--- src/rtl/pm_evt_pkg.sv ---
package pm_evt_pkg;
  localparam int unsigned ADDR_W = 6;
  localparam int unsigned DATA_W = 16;
  localparam int unsigned RD_W   = 32;

  localparam logic [ADDR_W-1:0] OFS_STS = 6'h00;
  localparam logic [ADDR_W-1:0] OFS_EN  = 6'h02;
  localparam logic [ADDR_W-1:0] OFS_CTL = 6'h04;
  localparam logic [ADDR_W-1:0] OFS_TMR = 6'h08;

  localparam int unsigned BIT_TOVF  = 0;
  localparam int unsigned BIT_GBL   = 5;
  localparam int unsigned BIT_PWR   = 8;
  localparam int unsigned BIT_RTC   = 10;
  localparam int unsigned BIT_SUSGO = 13;
  localparam int unsigned BIT_SCIEN = 0;
  localparam int unsigned SUSTYP_LO = 10;

  localparam int unsigned N_WAKE = 3;
  // wake_evt index -> status bit position
  localparam int unsigned WAKE_POS [N_WAKE] = '{BIT_GBL, BIT_PWR, BIT_RTC};

  localparam logic [DATA_W-1:0] EVT_MASK =
    (DATA_W'(1) << BIT_RTC) | (DATA_W'(1) << BIT_PWR) |
    (DATA_W'(1) << BIT_GBL) | (DATA_W'(1) << BIT_TOVF);

  localparam logic [7:0] CMD_ACPI_ON  = 8'hF1;
  localparam logic [7:0] CMD_ACPI_OFF = 8'hF0;
endpackage

--- src/rtl/pm_tmr.sv ---
module pm_tmr #(
  parameter int unsigned TMR_W   = 24,
  parameter int unsigned OVF_BIT = 23
) (
  input  logic             clk,
  input  logic             rst_n,
  input  logic             tick,
  output logic [TMR_W-1:0] cnt,
  output logic             ovf_evt
);
  logic [TMR_W-1:0] cnt_q, cnt_d;

  always_comb begin
    cnt_d = cnt_q;
    if (tick) cnt_d = cnt_q + TMR_W'(1);
  end

  always_ff @(posedge clk or negedge rst_n) begin
    if (!rst_n)    cnt_q <= '0;
    else if (tick) cnt_q <= cnt_d;
  end

  // next value lands on a multiple of 2^OVF_BIT
  assign ovf_evt = tick & (&cnt_q[OVF_BIT-1:0]);
  assign cnt     = cnt_q;
endmodule

--- src/rtl/pm_evt_regs.sv ---
module pm_evt_regs
  import pm_evt_pkg::*;
(
  input  logic              clk,
  input  logic              rst_n,
  input  logic              wr_sts,
  input  logic              wr_en,
  input  logic [DATA_W-1:0] wdata,
  input  logic [N_WAKE-1:0] wake_evt,
  input  logic              ovf_evt,
  output logic [DATA_W-1:0] sts,
  output logic [DATA_W-1:0] en,
  output logic              sci
);
  logic [DATA_W-1:0] sts_q, sts_d, en_q, en_d, set_v, clr_v;
  logic [N_WAKE-1:0][DATA_W-1:0] wake_v;

  for (genvar g = 0; g < N_WAKE; g++) begin : g_wake
    assign wake_v[g] = wake_evt[g] ? (DATA_W'(1) << WAKE_POS[g]) : '0;
  end

  always_comb begin
    set_v = ovf_evt ? (DATA_W'(1) << BIT_TOVF) : '0;
    for (int i = 0; i < N_WAKE; i++) set_v |= wake_v[i];
    clr_v = wr_sts ? wdata : '0;
    sts_d = ((sts_q & ~clr_v) | set_v) & EVT_MASK;
    en_d  = wdata;
  end

  always_ff @(posedge clk or negedge rst_n) begin
    if (!rst_n) sts_q <= '0;
    else        sts_q <= sts_d;
  end

  always_ff @(posedge clk or negedge rst_n) begin
    if (!rst_n)     en_q <= '0;
    else if (wr_en) en_q <= en_d;
  end

  assign sts = sts_q;
  assign en  = en_q;
  assign sci = |(sts_q & en_q & EVT_MASK);
endmodule

--- src/rtl/pm_ctl.sv ---
module pm_ctl
  import pm_evt_pkg::*;
(
  input  logic              clk,
  input  logic              rst_n,
  input  logic              wr_ctl,
  input  logic [DATA_W-1:0] wdata,
  input  logic              cmd_wr,
  input  logic [7:0]        cmd_data,
  input  logic              smi_cfg,
  output logic [DATA_W-1:0] ctl,
  output logic              smi,
  output logic              soft_off
);
  logic [DATA_W-1:0] ctl_q, ctl_d;
  logic              smi_q, smi_d, off_q, off_d;
  logic              ctl_ce;

  always_comb begin
    ctl_d = ctl_q;
    if (wr_ctl) begin
      ctl_d            = wdata;
      ctl_d[BIT_SUSGO] = 1'b0;
    end
    if (cmd_wr && cmd_data == CMD_ACPI_ON)  ctl_d[BIT_SCIEN] = 1'b1;
    if (cmd_wr && cmd_data == CMD_ACPI_OFF) ctl_d[BIT_SCIEN] = 1'b0;
    ctl_ce = wr_ctl | cmd_wr;
    smi_d  = cmd_wr & smi_cfg;
    off_d  = wr_ctl & wdata[BIT_SUSGO] & (wdata[SUSTYP_LO+2:SUSTYP_LO] == 3'd0);
  end

  always_ff @(posedge clk or negedge rst_n) begin
    if (!rst_n)      ctl_q <= '0;
    else if (ctl_ce) ctl_q <= ctl_d;
  end

  always_ff @(posedge clk or negedge rst_n) begin
    if (!rst_n) begin
      smi_q <= 1'b0;
      off_q <= 1'b0;
    end else begin
      smi_q <= smi_d;
      off_q <= off_d;
    end
  end

  assign ctl      = ctl_q;
  assign smi      = smi_q;
  assign soft_off = off_q;
endmodule

--- src/rtl/pm_evt_ctrl.sv ---
module pm_evt_ctrl
  import pm_evt_pkg::*;
#(
  parameter int unsigned TMR_W   = 24,
  parameter int unsigned OVF_BIT = 23
) (
  input  logic              clk,
  input  logic              rst_n,
  input  logic              io_en,
  input  logic              smi_en_cfg,
  input  logic              tick,
  input  logic [N_WAKE-1:0] wake_evt,
  input  logic              reg_wr,
  input  logic              reg_rd,
  input  logic [ADDR_W-1:0] reg_addr,
  input  logic [DATA_W-1:0] reg_wdata,
  output logic [RD_W-1:0]   reg_rdata,
  input  logic              smi_cmd_wr,
  input  logic [7:0]        smi_cmd_data,
  output logic              sci,
  output logic              smi,
  output logic              soft_off
);
  localparam int unsigned TPAD = RD_W - TMR_W;
  localparam int unsigned DPAD = RD_W - DATA_W;

  // reset: asserted asynchronously, released on a clock edge
  logic [1:0] rst_sync_q;
  logic       rst_n_sync;

  always_ff @(posedge clk or negedge rst_n) begin
    if (!rst_n) rst_sync_q <= 2'b00;
    else        rst_sync_q <= {rst_sync_q[0], 1'b1};
  end
  assign rst_n_sync = rst_sync_q[1];

  logic              wr_sts, wr_en, wr_ctl, ovf_evt;
  logic [TMR_W-1:0]  tmr_cnt;
  logic [DATA_W-1:0] sts_q, en_q, ctl_q;
  logic [RD_W-1:0]   rdata_q, rdata_d;

  assign wr_sts = reg_wr & io_en & (reg_addr == OFS_STS);
  assign wr_en  = reg_wr & io_en & (reg_addr == OFS_EN);
  assign wr_ctl = reg_wr & io_en & (reg_addr == OFS_CTL);

  pm_tmr #(.TMR_W(TMR_W), .OVF_BIT(OVF_BIT)) u_tmr (
    .clk(clk), .rst_n(rst_n_sync), .tick(tick), .cnt(tmr_cnt), .ovf_evt(ovf_evt)
  );

  pm_evt_regs u_regs (
    .clk(clk), .rst_n(rst_n_sync), .wr_sts(wr_sts), .wr_en(wr_en), .wdata(reg_wdata),
    .wake_evt(wake_evt), .ovf_evt(ovf_evt), .sts(sts_q), .en(en_q), .sci(sci)
  );

  pm_ctl u_ctl (
    .clk(clk), .rst_n(rst_n_sync), .wr_ctl(wr_ctl), .wdata(reg_wdata),
    .cmd_wr(smi_cmd_wr), .cmd_data(smi_cmd_data), .smi_cfg(smi_en_cfg),
    .ctl(ctl_q), .smi(smi), .soft_off(soft_off)
  );

  always_comb begin
    rdata_d = '0;
    if (!io_en) rdata_d = '1;
    else begin
      case (reg_addr)
        OFS_STS: rdata_d = {{DPAD{1'b0}}, sts_q};
        OFS_EN:  rdata_d = {{DPAD{1'b0}}, en_q};
        OFS_CTL: rdata_d = {{DPAD{1'b0}}, ctl_q};
        OFS_TMR: rdata_d = {{TPAD{1'b0}}, tmr_cnt};
        default: rdata_d = '0;
      endcase
    end
  end

  always_ff @(posedge clk or negedge rst_n_sync) begin
    if (!rst_n_sync)  rdata_q <= '0;
    else if (reg_rd)  rdata_q <= rdata_d;
  end

  assign reg_rdata = rdata_q;
endmodule

--- config.mk ---
export PLATFORM = sky130hd
export DESIGN_NAME = pm_evt_ctrl
export DESIGN_NICKNAME = d
export VERILOG_FILES = /design/src/rtl/pm_evt_pkg.sv /design/src/rtl/pm_tmr.sv /design/src/rtl/pm_evt_regs.sv /design/src/rtl/pm_ctl.sv /design/src/rtl/pm_evt_ctrl.sv
export SDC_FILE = /design/constraint.sdc
export NUM_CORES = 1
export LEC_CHECK = 0
export ABC_AREA = 1
export CAP_MARGIN = 10
export CORE_MARGIN = 1
export CORE_UTILIZATION = 30
export DETAILED_ROUTE_END_ITERATION = 8
export GPL_ROUTABILITY_DRIVEN = 0
export SKIP_LAST_GASP = 1
export SYNTH_ARGS = -nofsm -noshare
export SYNTH_HDL_FRONTEND = slang
export SYNTH_SLANG_ARGS = --single-unit
--- constraint.sdc ---
create_clock -name clk -period 2.8 [get_ports clk]
set_input_delay 0.42 -clock clk [delete_from_list [all_inputs] [get_ports clk]]
set_output_delay 0.42 -clock clk [all_outputs]
set_load 0.02 [all_outputs]
Yosys cells after proc, flatten, opt, wreduce, memory -nomap -nowiden
Index checks and enable logic that the tools add are counted.
{"block": "totals", "ff_bits": 95, "latchBits": 0, "ramBits": 0, "mem_bits_ro": 0, "in_bits": 41, "n_memories": 0}
{"block": "classes", "n_addsub": 1, "mul": 0, "div": 0, "order_cmp": 0, "eq_ne": 5, "shift": 0, "n_mux": 10, "n_bitwise": 16, "n_reduce_logical": 9}
{"op": "24-bit case mux with 4 select lines", "count": 1}
{"op": "11-bit OR", "count": 4}
{"op": "32-bit 2-to-1 mux", "count": 1}
{"op": "24-bit by 1-bit adder with 24-bit output, second input constant", "count": 1}
{"op": "23-bit AND reduction", "count": 1}
{"op": "11-bit AND", "count": 2}
{"op": "11-bit 2-to-1 mux", "count": 2}
{"op": "8-bit == test, second input constant", "count": 2}
{"op": "11-bit NOT", "count": 1}
{"op": "9-bit 2-to-1 mux", "count": 1}
{"op": "1-bit AND", "count": 8}
{"op": "6-bit by 2-bit == test with 1-bit output, second input constant", "count": 1}
{"op": "6-bit by 3-bit == test with 1-bit output, second input constant", "count": 1}
{"op": "6-bit by 4-bit == test with 1-bit output, second input constant", "count": 1}
{"op": "6-bit logical NOT", "count": 1}
{"op": "6-bit 2-to-1 mux", "count": 1}
{"op": "1-bit 2-to-1 mux", "count": 4}
{"op": "2-bit AND reduction", "count": 2}
{"op": "4-bit OR reduction", "count": 1}
{"op": "3-bit logical NOT", "count": 1}
{"op": "3-bit nonzero test", "count": 1}
{"op": "1-bit logical AND", "count": 2}
{"op": "1-bit OR", "count": 1}

Depth between registers and ports, before layout
{"block": "logic_depth", "depth_word": 7, "mapped_depth": 9, "mapped_depth_nobuf": 8}

Modules after synthesis
Synthesis repeated with hierarchy kept, for this count alone.
{"block": "unflattened", "cells_unflattened": 653, "area_unflattened_um2": 5023.6}
{"mod": "pm_evt_ctrl", "n_inst": 1, "cells_per_inst": 340, "area_each_um2": 2100.8}
{"mod": "pm_tmr", "n_inst": 1, "cells_per_inst": 149, "area_each_um2": 1253.7}
{"mod": "pm_evt_regs", "n_inst": 1, "cells_per_inst": 109, "area_each_um2": 937.1}
{"mod": "pm_ctl", "n_inst": 1, "cells_per_inst": 55, "area_each_um2": 732.0}

Least setup slack after synthesis
Ideal clock, no wire load.
{"block": "synth_path", "kind": "flip-flop to flip-flop", "startpoint": "reg u_tmr.cnt_q[0], in the netlist u_tmr.cnt[0]", "endpoint": "reg u_tmr.cnt_q[14], in the netlist u_tmr.cnt[14]", "setup_time_ns": 0.118, "arrival_time_ns": 1.216, "path_slack_ns": 1.466, "path_stages_with_launch": 8, "synth_period_minus_slack_ns": 1.334, "cell_sequence": "dfrtp_1 > ha_1 > nand2_2 > nor2_4 > nand3_4 > nor2_8 > xor2_1 > inv_1"}
{"block": "synth_between", "elab_chain_len": 1}
{"element": "start, declared", "line_no": "pm_tmr.sv:11", "text": "logic [TMR_W-1:0] cnt_q, cnt_d;"}
{"element": "start signal, assigned", "line_no": "pm_tmr.sv:20", "text": "else if (tick) cnt_q <= cnt_d;"}
{"element": "24-bit by 1-bit adder with 24-bit output", "line_no": "pm_tmr.sv:15", "text": "if (tick) cnt_d = cnt_q + TMR_W'(1);"}
No other way between the ends.
A chain may end at the register's enable or synchronous reset.

Worst setup path in the final report
{"block": "layout_path", "startpoint": "reg u_regs.en_q[10], in the netlist u_regs.en[10]", "endpoint": "out sci"}
{"block": "layout_between", "elab_chain_len": 2}
{"element": "start, declared", "line_no": "pm_evt_regs.sv:15", "text": "logic [DATA_W-1:0] sts_q, sts_d, en_q, en_d, set_v, clr_v;"}
{"element": "start signal, assigned", "line_no": "pm_evt_regs.sv:37", "text": "else if (wr_en) en_q <= en_d;"}
{"element": "11-bit AND", "line_no": "pm_evt_regs.sv:42", "text": "assign sci = |(sts_q & en_q & EVT_MASK);"}
{"element": "4-bit OR reduction", "line_no": "pm_evt_regs.sv:42"}
{"element": "end, declared", "line_no": "pm_evt_ctrl.sv:20", "text": "output logic sci,"}
No other way between the ends.

==> impl_metrics.ini <==
[drt]
drtAntennaViolNets = 0
wl_um = 10650
drt_iter0_markers = 156
drc = 0
post_drt_wl_per_cell_um = 13.69
firstDrtPassIters = 4
vias_per_cell = 4.725
num_vias = 3676

[logic_synthesis]
syn-num-nets = 567
yosys_warnings = 0
yosysUniqueCellTypes = 34
avgSynthCellArea_sq_um = 8.346
ys_async_sr_fraction_pct = 100.0
yosysSeqAreaShare_pct = 50.26
synth_edf_count = 0
synth_top_area_share_pct = 50.26
synth-main-ff-cell = dfrtp_1
synth_area_leaders = dfrtp_1 50%, nand2_1 11%, nand4_1 6.3%, nor2_1 5.9%, inv_1 3.9%
synthesis.area_sq_um = 4382
netlist_instances = 525
yosysTopAreaCell = dfrtp_1
yosys_register_bits = 88

[clocking]
clock_path_buffers = 2
clock_latency_ns = 0.34
hold_buffers = 0
post-cts-setup-buffers = 0
cts.sinks = 88
cts.clk_slew.worst_paths_ns = 0.06
cts_resized = 0
htree_levels = 3
cts_tree = done
cts_root_buf = clkbuf_16
cts_buffers = 9

[timing]
maxSlewViolCount = 0
fin_tns_setup_ns = 0
fin_skew_ns = 0.007060
max_clock_freq_mhz = 489.0
worst_pin_slew_ns = 0.6640
relSlewSlack_pct = 55.73
layout_setup_ws_ns = 0.7551
setup_viol = 0
rsz0062_at_grt = no
post-route-period-util_pct = 73.03
hold_violations = 0
fin_crit_ns = 2.045

[global_routing]
grt_start_max_net_pins = 50
grt.total_usage_pct = 15.38
grt_antenna_before_repair = 0
grt_pass1_wl_um = 17690
use_met2_pct = 26.44
grt-ovfl-total = 0
use_met1_pct = 18.73
grt_pass1_vias = 3690
top_usage_layer = met2
grt_util_met3_pct = 4.368

[setup_path]
critPathBufInv = 2
worst-path-stages = 3
reg2regPathDepth = 8
crit_chain = inv_1, o2111ai_1, clkdlybuf4s50_1
slowest_stage = clkdlybuf4s50_1
crit_path_start_kind = flip-flop
cp.arrival_ns = 1.62
end_kind = output pin
max_stage_delay_ns = 0.66
crit_family = buffers and inverters
critPathRequiredTime_ns = 2.38
crit_path_max_fanout = 2
criticalPathCategory = reg2out

[pwr]
power_density_nw_per_um2 = 592.2
power_leakage_nw = 2.706
peakVddDrop_mv = 0.3117

[cells_and_area]
area_delta_synth_final_pct = 26.96
stdcell_count = 778
layout_common_cells = 134 x nand2_1, 87 x dfrtp_1, 75 x clkdlybuf4s50_1
drive_above_1_share_pct = 8.863
layout_commonest_cell = nand2_1
fin_nets = 635
num_antenna_cells = 0

[place]
dp_slack_ns = 0.4015
dp_hpwl_um = 8043
dp_cells = 762
io_buffers = 75

[die]
start_util_pct = 31.20
core_sq_um = 14040
die_y_um = 122.9
fp.dieW_um = 122.9
dieArea_sq_um = 15090
ioPinCount = 76
rows = 43

[outcome]
status = finished clean

[min_path]
hold_path.class = in2async

[run]
cap_viol_max_count = 0
==> through the flow <==
step           utilization (%)  power [mW]  hold WS, ns  cell area (sq um)
2_1_floorplan                -       1.856       0.1244               4382
3_3_place_gp             37.48       2.093       0.3388               5263
3_5_place_dp             37.48       2.112       0.3358               5263
4_1_cts                  39.62       3.332       0.2253               5563
5_1_grt                  39.62       3.463       0.2305               5563
6_report                 39.62       3.294       0.2313               5563
==> final cells by class <==
type | instances | area, sq um
fillers | 1407 | 8479
multi-input cells | 357 | 1810
repair buffers | 85 | 825.8
clock buffers | 13 | 260.3
clock inverters | 3 | 40.04
flip-flops and latches | 88 | 2206
well taps | 180 | 225.2
inverters | 52 | 195.2
==> registers in the layout (all words and copies together), names as in the netlist <==
signal          flops
rst_sync_q          2
u_ctl.soft_off      1
u_ctl.ctl          15
u_regs.sts          4
u_ctl.smi           1
u_regs.en          16
reg_rdata          25
u_tmr.cnt          24
==> worst register-to-register path, stage by stage (launching register included) <==
cell     delay, ns
dfrtp_1       0.45
ha_1          0.23
nand2_2       0.09
nor2_4        0.15
nand3_4       0.13
nor2_8        0.16
nand2_2       0.09
nand2_1       0.08
nand2_1       0.04
==> where the power goes <==
group          switching, mW  internal [mW]
clock network          0.475          0.737
registers              0.133           1.40
logic                  0.308          0.237
total                  0.916           2.38
==> path summary, 6_finish.rpt <==
path                                           start                        end  slack, ns
max                        u_regs.en[10]$_DFFE_PN0P_                        sci       0.76
min reg2reg                  rst_sync_q[0]$_DFF_PN0_    rst_sync_q[1]$_DFF_PN0_       0.35
max reg2reg                 u_tmr.cnt[0]$_DFFE_PN0P_  u_tmr.cnt[20]$_DFFE_PN0P_       1.26
min in group clk             rst_sync_q[0]$_DFF_PN0_    rst_sync_q[1]$_DFF_PN0_       0.35
max in group asynchronous    rst_sync_q[1]$_DFF_PN0_   u_ctl.ctl[2]$_DFFE_PN0P_       1.68
min                                            rst_n    rst_sync_q[1]$_DFF_PN0_       0.23
==> Yosys cell counts (2+ instances only) <==
library cell / count
a21oi_1: 16
buf_2: 13
buf_4: 8
buf_6: 3
clkbuf_1: 4
dfrtp_1: 88
inv_1: 46
inv_2: 5
nand2_1: 134
nand2_2: 5
nand3_1: 25
nand3_2: 2
nand4_1: 44
nor2_1: 69
nor2_4: 6
nor2_8: 3
nor3_1: 2
nor3_2: 3
o21ai_0: 6
o21ai_1: 15
xor2_1: 15
==> cells by family (layout without fill, tap and decap cells) <==
group / after synthesis / after routing / share of synthesized area, %
other: 1 / 1 / 0.08558
buffers and inverters: 80 / 153 / 8.424
and+or+nand+nor: 298 / 298 / 32.81
adders and majority gates: 1 / 1 / 0.2855
AOI/OAI and AO/OA: 41 / 41 / 4.940
xor gates and xnor gates: 16 / 16 / 3.198
DFF: 88 / 88 / 50.26
==> metal layers <==
| metal | wire (um) | vias to the layer above |
|---|---|---|
| met3 | 595 | 7 |
| met5 | 0 | - |
| met1 | 4691 | 1742 |
| li1 | - | 1825 |
| met2 | 5273 | 102 |
| met4 | 94 | 0 |
No activity file was read; power rests on OpenSTA's default activity.
